### config.mk
export PLATFORM = sky130hd
export DESIGN_NAME = pal_macrocell
export DESIGN_NICKNAME = d
export VERILOG_FILES = /design/src/rtl/pal_pkg.sv /design/src/rtl/pal_and_plane.sv /design/src/rtl/pal_mode_decode.sv /design/src/rtl/pal_out_cell.sv /design/src/rtl/pal_macrocell.sv
export SDC_FILE = /design/constraint.sdc
export NUM_CORES = 1
export LEC_CHECK = 0
export ABC_AREA = 0
export BUFFER_PORTS_ARGS = -buffer_cell sky130_fd_sc_hd__buf_2
export CAP_MARGIN = 5
export CORE_AREA = 2 2 150 152
export CTS_BUF_LIST = sky130_fd_sc_hd__clkbuf_16
export CTS_CLUSTER_DIAMETER = 80
export DETAILED_ROUTE_END_ITERATION = 10
export DIE_AREA = 0 0 152 154
export SLEW_MARGIN = 10
export SYNTH_ARGS = -nofsm -noshare
export SYNTH_HDL_FRONTEND = slang
export SYNTH_SLANG_ARGS = --single-unit
### constraint.sdc
create_clock -name clk_i -period 3 [get_ports clk_i]
set_input_delay 0.3 -clock clk_i [delete_from_list [all_inputs] [get_ports clk_i]]
set_output_delay 0.3 -clock clk_i [all_outputs]
set_load 0.02 [all_outputs]
### src/rtl/pal_pkg.sv
package pal_pkg;
  typedef enum logic [1:0] {OE_PIN, OE_PT, OE_ON, OE_OFF} oe_src_e;
  typedef enum logic [1:0] {FB_REG, FB_OWN, FB_ADJ} fb_src_e;

  typedef struct packed {
    oe_src_e oe_src;
    fb_src_e fb_src;
    logic    reg_out;
    logic    pt0_oe;
  } cell_cfg_t;
endpackage

### src/rtl/pal_and_plane.sv
module pal_and_plane #(
  parameter int N_TERM = 40,
  parameter int N_PT   = 8
) (
  input  logic [N_TERM-1:0]      term_i,
  input  logic [N_PT*N_TERM-1:0] mask_i,
  input  logic [N_PT-1:0]        dis_i,
  output logic [N_PT-1:0]        pt_o
);
  for (genvar p = 0; p < N_PT; p++) begin : g_pt
    logic [N_TERM-1:0] row;
    assign row     = mask_i[p*N_TERM +: N_TERM];
    // unconnected terms read as 1
    assign pt_o[p] = ~dis_i[p] & (&(term_i | ~row));
  end
endmodule

### src/rtl/pal_mode_decode.sv
module pal_mode_decode
  import pal_pkg::*;
(
  input  logic [1:0] glb_mode_i,
  input  logic       loc0_i,
  output cell_cfg_t  cfg_o
);
  logic [2:0] key;
  assign key = {glb_mode_i[0], glb_mode_i[1], loc0_i};

  always_comb begin
    cfg_o = '{oe_src: OE_OFF, fb_src: FB_ADJ, reg_out: 1'b0, pt0_oe: 1'b0};
    unique case (key)
      3'b010: cfg_o = '{oe_src: OE_PIN, fb_src: FB_REG, reg_out: 1'b1, pt0_oe: 1'b0};
      3'b011,
      3'b111: cfg_o = '{oe_src: OE_PT,  fb_src: FB_OWN, reg_out: 1'b0, pt0_oe: 1'b1};
      3'b100: cfg_o = '{oe_src: OE_ON,  fb_src: FB_ADJ, reg_out: 1'b0, pt0_oe: 1'b0};
      default: ;
    endcase
  end
endmodule

### src/rtl/pal_out_cell.sv
module pal_out_cell
  import pal_pkg::*;
#(
  parameter int N_PT = 8
) (
  input  logic            clk_i,
  input  logic            rst_ni,
  input  logic [N_PT-1:0] pt_i,
  input  cell_cfg_t       cfg_i,
  input  logic            inv_i,
  input  logic            oe_pin_i,
  input  logic            pin_i,
  input  logic            adj_pin_i,
  output logic            pin_o,
  output logic            oe_o,
  output logic            fb_o
);
  logic sum_all, sum_io, q, data, drive;

  assign sum_all = |pt_i;
  assign sum_io  = |pt_i[N_PT-1:1];

  always_ff @(posedge clk_i or negedge rst_ni) begin
    if (!rst_ni) q <= 1'b0;
    else         q <= sum_all;
  end

  assign data  = cfg_i.reg_out ? q : (cfg_i.pt0_oe ? sum_io : sum_all);
  assign drive = data ^ inv_i;

  always_comb begin
    unique case (cfg_i.oe_src)
      OE_PIN:  oe_o = oe_pin_i;
      OE_PT:   oe_o = pt_i[0];
      OE_ON:   oe_o = 1'b1;
      default: oe_o = 1'b0;
    endcase
  end

  assign pin_o = oe_o ? drive : 1'b1;

  always_comb begin
    unique case (cfg_i.fb_src)
      FB_REG:  fb_o = q;
      FB_OWN:  fb_o = pin_i;
      default: fb_o = adj_pin_i;
    endcase
  end
endmodule

### src/rtl/pal_macrocell.sv
module pal_macrocell
  import pal_pkg::*;
#(
  parameter int N_SIG = 20,
  parameter int N_PT  = 8,
  localparam int N_TERM = 2 * N_SIG
) (
  input  logic                   clk_i,
  input  logic                   rst_ni,
  input  logic [N_TERM-1:0]      term_i,
  input  logic [N_PT*N_TERM-1:0] and_mask_i,
  input  logic [N_PT-1:0]        pt_dis_i,
  input  logic [1:0]             glb_mode_i,
  input  logic [1:0]             loc_mode_i,
  input  logic                   oe_pin_i,
  input  logic                   pin_i,
  input  logic                   adj_pin_i,
  output logic                   pin_o,
  output logic                   pin_oe_o,
  output logic                   fb_o
);
  logic [N_PT-1:0] pt_eff;
  cell_cfg_t       cfg;

  pal_and_plane #(.N_TERM(N_TERM), .N_PT(N_PT)) u_plane (
    .term_i (term_i),
    .mask_i (and_mask_i),
    .dis_i  (pt_dis_i),
    .pt_o   (pt_eff)
  );

  pal_mode_decode u_dec (
    .glb_mode_i (glb_mode_i),
    .loc0_i     (loc_mode_i[0]),
    .cfg_o      (cfg)
  );

  pal_out_cell #(.N_PT(N_PT)) u_cell (
    .clk_i     (clk_i),
    .rst_ni    (rst_ni),
    .pt_i      (pt_eff),
    .cfg_i     (cfg),
    .inv_i     (loc_mode_i[1]),
    .oe_pin_i  (oe_pin_i),
    .pin_i     (pin_i),
    .adj_pin_i (adj_pin_i),
    .pin_o     (pin_o),
    .oe_o      (pin_oe_o),
    .fb_o      (fb_o)
  );
endmodule

# Word-level counts from Yosys, hierarchy flattened
# Index checks and enable logic that the tools add are counted.
word_totals:
  ff_bits: 1
  latch_bits: 0
  ram_bits: 0
  mem_bits_ro: 0
  input_bits: 377
  output_inout_bits: 3
  wordCells: 60
  n_memories: 0
classes:
  n_addsub: 0
  n_mul: 0
  n_div: 0
  magnitude_cmp: 0
  n_eq_ne: 7
  shift: 0
  n_mux: 6
  bitwise_logic: 33
  reduce_logical: 13
op_table:
  columns: ["op", "count"]
  rows:
  - ["$not 40->40", 8]
  - ["$or 40x40->40", 8]
  - ["$reduce_and 40->1", 8]
  - ["$pmux 6 s3", 1]
  - ["$and 1x1->1", 8]
  - ["$not 1->1", 8]
  - ["$reduce_or 8->1", 1]
  - ["$reduce_or 7->1", 1]
  - ["$eq 3x2->1 const B", 2]
  - ["$eq 3x3->1 const B", 2]
  - ["$eq 2x1->1 const B", 2]
  - ["$logic_not 2->1", 2]
  - ["$mux 1", 3]
  - ["$pmux 1 s3", 1]
  - ["$eq 2x2->1 const B", 1]
  - ["$pmux 1 s2", 1]
  - ["$reduce_or 2->1", 1]
  - ["$xor 1x1->1", 1]

# Depth between registers and ports, before layout
logic_depth:
  word_depth: 9
  depth_mapped: 7
  ltp_nobuf: 7

# Modules after synthesis
# From an unflattened synthesis, not the netlist that was laid out.
hier_totals:
  hier_cells: 364
  area_unflattened_um2: 2608.8
modules_own_cells:
  columns: ["mod", "n_inst", "cells_each", "area_each_um2", "seq_area_each_um2"]
  rows:
  - ["pal_and_plane", 1, 341, 2427.3, 0.0]
  - ["pal_out_cell", 1, 15, 127.6, 25.0]
  - ["pal_mode_decode", 1, 8, 53.8, 0.0]

# Worst setup path after synthesis
# OpenSTA, ideal clock, no wires.
synth_timing:
  path_type: "input -> output"
  from: "in and_mask_i[34]"
  to: "out pin_oe_o"
  arrival_ps: 1876
  required_time_ps: 2700
  path_slack_ps: 824
  path_stages: 6
  path_buffers: 0
  cell_sequence: "nor2b_1 a2111oi_2 nand4_1 nor4_4 a21oi_1 o21ai_0"
synth_between:
  elab_chain_len: 5
synth_rtl:
  columns: ["item", "line", "rtl"]
  rows:
  - ["start, declared", "pal_macrocell.sv:11", "input logic [N_PT*N_TERM-1:0] and_mask_i,"]
  - ["$not 40->40", "pal_and_plane.sv:14", "assign pt_o[p] = ~dis_i[p] & (&(term_i | ~row));"]
  - ["$or 40x40->40", "pal_and_plane.sv:14", null]
  - ["$reduce_and 40->1", "pal_and_plane.sv:14", null]
  - ["$and 1x1->1", "pal_and_plane.sv:14", null]
  - ["$pmux 1 s3", "pal_out_cell.sv:32", "unique case (cfg_i.oe_src)"]
  - ["end, declared", "pal_macrocell.sv:19", "output logic pin_oe_o,"]
# Every way passes these cells.

# Worst setup path in the final report
layout_timing:
  from: "in term_i[10]"
  to: "out pin_o"
layout_between:
  elab_chain_len: 8
  elab_cells_between_ends: 31
  classes_between: "mux (4); bitwise (17); reduce/logical (10)"
layout_rtl:
  columns: ["item", "line", "rtl"]
  rows:
  - ["start, declared", "pal_macrocell.sv:10", "input logic [N_TERM-1:0] term_i,"]
  - ["$or 40x40->40", "pal_and_plane.sv:14", null]
  - ["$reduce_and 40->1", "pal_and_plane.sv:14", null]
  - ["$and 1x1->1", "pal_and_plane.sv:14", null]
  - ["$reduce_or 8->1 / $reduce_or 7->1 (equally long branches)", "pal_out_cell.sv:20, pal_out_cell.sv:21", null]
  - ["$mux 1 (2 in a row)", "pal_out_cell.sv:28", "assign data = cfg_i.reg_out ? q : (cfg_i.pt0_oe ? sum_io : sum_all);"]
  - ["$xor 1x1->1", "pal_out_cell.sv:29", "assign drive = data ^ inv_i;"]
  - ["$mux 1 (*)", "pal_out_cell.sv:40", "assign pin_o = oe_o ? drive : 1'b1;"]
  - ["end, declared", "pal_macrocell.sv:18", "output logic pin_o,"]
# Every way passes the cells marked *; elsewhere a longest branch is shown, timed or not.

==> flow_summary.toml <==
[worst_hold_path]
hold_path.class = "in2async"

[setup_path]
worstSetupPathType = "in2out"
cp_top_family = "simple AND/OR/NAND/NOR gates"
path_buf_inv = 4
crit_path_start_kind = "primary input"
endpoint_kind = "output port"
critPathMaxFanout = 6
slowest_delay_ns = 0.53
worstPathArrival_ns = 2.65
required_ns = 2.70
crit_start = "term_i[10]"
cp_cell_sequence = "buf_2 -> and2b_1 -> a2111oi_1 -> buf_4 -> nand4_1 -> nor4_1 -> buf_4 -> nor4_1 -> o2bb2ai_1 -> and3_1 -> buf_2"
slowest_stage = "a2111oi_1"

[yosys]
avgSynthCellArea_um2 = 7.09
synthSimpleGateAreaFrac_pct = 51.6
syn_nets = 741
syn_inst = 364
synth_edf_count = 0
synth_async_sr_flop_share_pct = 100
synth-main-ff-cell = "dfrtp_1"
synth_seq_cells = 1
synth_top_family_by_area = "simple AND/OR/NAND/NOR gates"
synth_compound_area_share_pct = 41.0
yosys_warnings = 0
synth.area.mux_share_pct = 0.388
synthAdderAreaFrac_pct = 0
synth_xor_area_share_pct = 0
syn-cell-area_mm2 = 0.00258
yosysSeqAreaShare_pct = 0.969
synth_cell_types = 34

[route]
drtPass1Iterations = 5
dr_wl_met2_um = 13500
routed_wl_um = 28200
dr_wl_met3_um = 1640
via_per_inst = 4.51
routedWlPerCell_um = 26.3
ant_nets = 0
wl_met1_um = 12200
route.detailed.drc = 0
first_iter_violations = 298
num_vias = 4827
top_layer = "met4"

[placed_design]
gp_congestion = 0.941
place_hpwl_um = 25300
dp_cells = 1067
io_buffers = 379

[cells_and_area]
mostFrequentLayoutCells = "buf_2 (379), nor2b_1 (107), buf_4 (44)"
final_common_cell = "buf_2"
largest_register_ff_count = 1
drive_gt1_share_pct = 57.2
regMostFlops = "u_cell.q"
layout.cells.non_filler = 1070
syn2layout_area_growth_pct = 103
nets = 1166
reg_top3 = "u_cell.q: 1 flops"

[power]
p_leak_uw = 0.00270
ir_drop_mv = 0.0451
power.density_mw_per_mm2 = 142

[timing]
hold_ws_ns = 0.0756
hold_viol = 0
tightest_slew_ns = 0.838
max_freq_mhz = 339
period_minus_slack_ns = 2.95
finalCritPeriodShare_pct = 98.2
setup_violations = 0
relSlewSlack_pct = 44.0
slew_viol_final = 0

[grt]
grt_pass1_wl_um = 37300
antenna_found_initial = 2
grt_pass1_vias = 5158
grt_max_degree = 9
grt_util_all_layers_pct = 22.6
overflow = 0

[floorplan]
start_util_pct = 11.9
core_mm2 = 0.0217
die_w_um = 152
io_pins = 380
die_y_um = 154
die-area_mm2 = 0.0234
rows = 54

[outcome]
status = "finished, final reports clean"

[clocking]
clk_pin_slew_ns = 0
cts_setup_buffers = 0
hold_buffers = 0

[flow_run]
max-cap-violations = 0
==> synth_stat cells, types with 5 or more instances <==
master	instances	area share [%]
a2111oi_0	42	14
a2111oi_4	6	6.4
a21oi_1	14	2.7
a222oi_1	7	2.7
a22oi_1	40	12
and2b_1	41	12
inv_1	34	4.9
inv_2	7	1.0
nand4_1	25	6.1
nor2b_1	107	26
nor4_1	5	1.2
==> through the flow <==
stage / util [%] / TNS [ns] / cell area, um^2 / setup WS [ns] / power (uW)
3_5_place_dp: 23.8 / -0.587 / 5160 / -0.581 / 730
5_1_grt: 24.2 / -0.109 / 5240 / -0.109 / 795
4_1_cts: 24.0 / 0 / 5200 / 0.00582 / 740
2_1_floorplan: - / 0 / 2580 / 0.824 / 230
3_3_place_gp: 23.8 / -0.547 / 5160 / -0.547 / 728
6_report: 24.2 / 0 / 5250 / 0.0540 / 744
==> layer usage <==
layer  GRT usage (%)  vias up
met3            3.18       32
met1            28.9     2237
li1                -     2275
met5               0        -
met4            6.76        0
met2            39.5      283
==> report_power, final <==
part | total, uW | internal (uW) | switching [uW]
logic | 730 | 356 | 375
clock network | 0.0000465 | 0.0000464 | 0
registers | 13.7 | 13.7 | 0.00145
total | 744 | 369 | 375
==> final timing paths <==
kind | slack, ns | depth (start not counted) | endpoint
max in group asynchronous | 2.84 | 1 | u_cell.q
max | 0.05 | 11 | pin_o
min | 0.08 | 1 | u_cell.q
min in group clk_i | 0.89 | 5 | u_cell.q
==> final cells by class <==
class | count | area (um^2)
inverter | 41 | 154
fill | 2472 | 16400
antenna | 3 | 7.51
tap | 280 | 350
multi-input combinational | 322 | 2480
timing repair buffer | 423 | 2230
sequential | 1 | 25.0
==> what timing repair did <==
action                                 in CTS  in global routing
endpoints found under the hold margin       0                  0
gates resized for setup                     9                 12
setup endpoints to repair                   2                  1
==> cells by family after synthesis <==
logic type	Yosys count
buffers and inverters	41
muxes	1
DFF	1
AOI/OAI and AO/OA	119
and+or+nand+nor	202
Note: power is estimated with default switching activity, not from simulation.
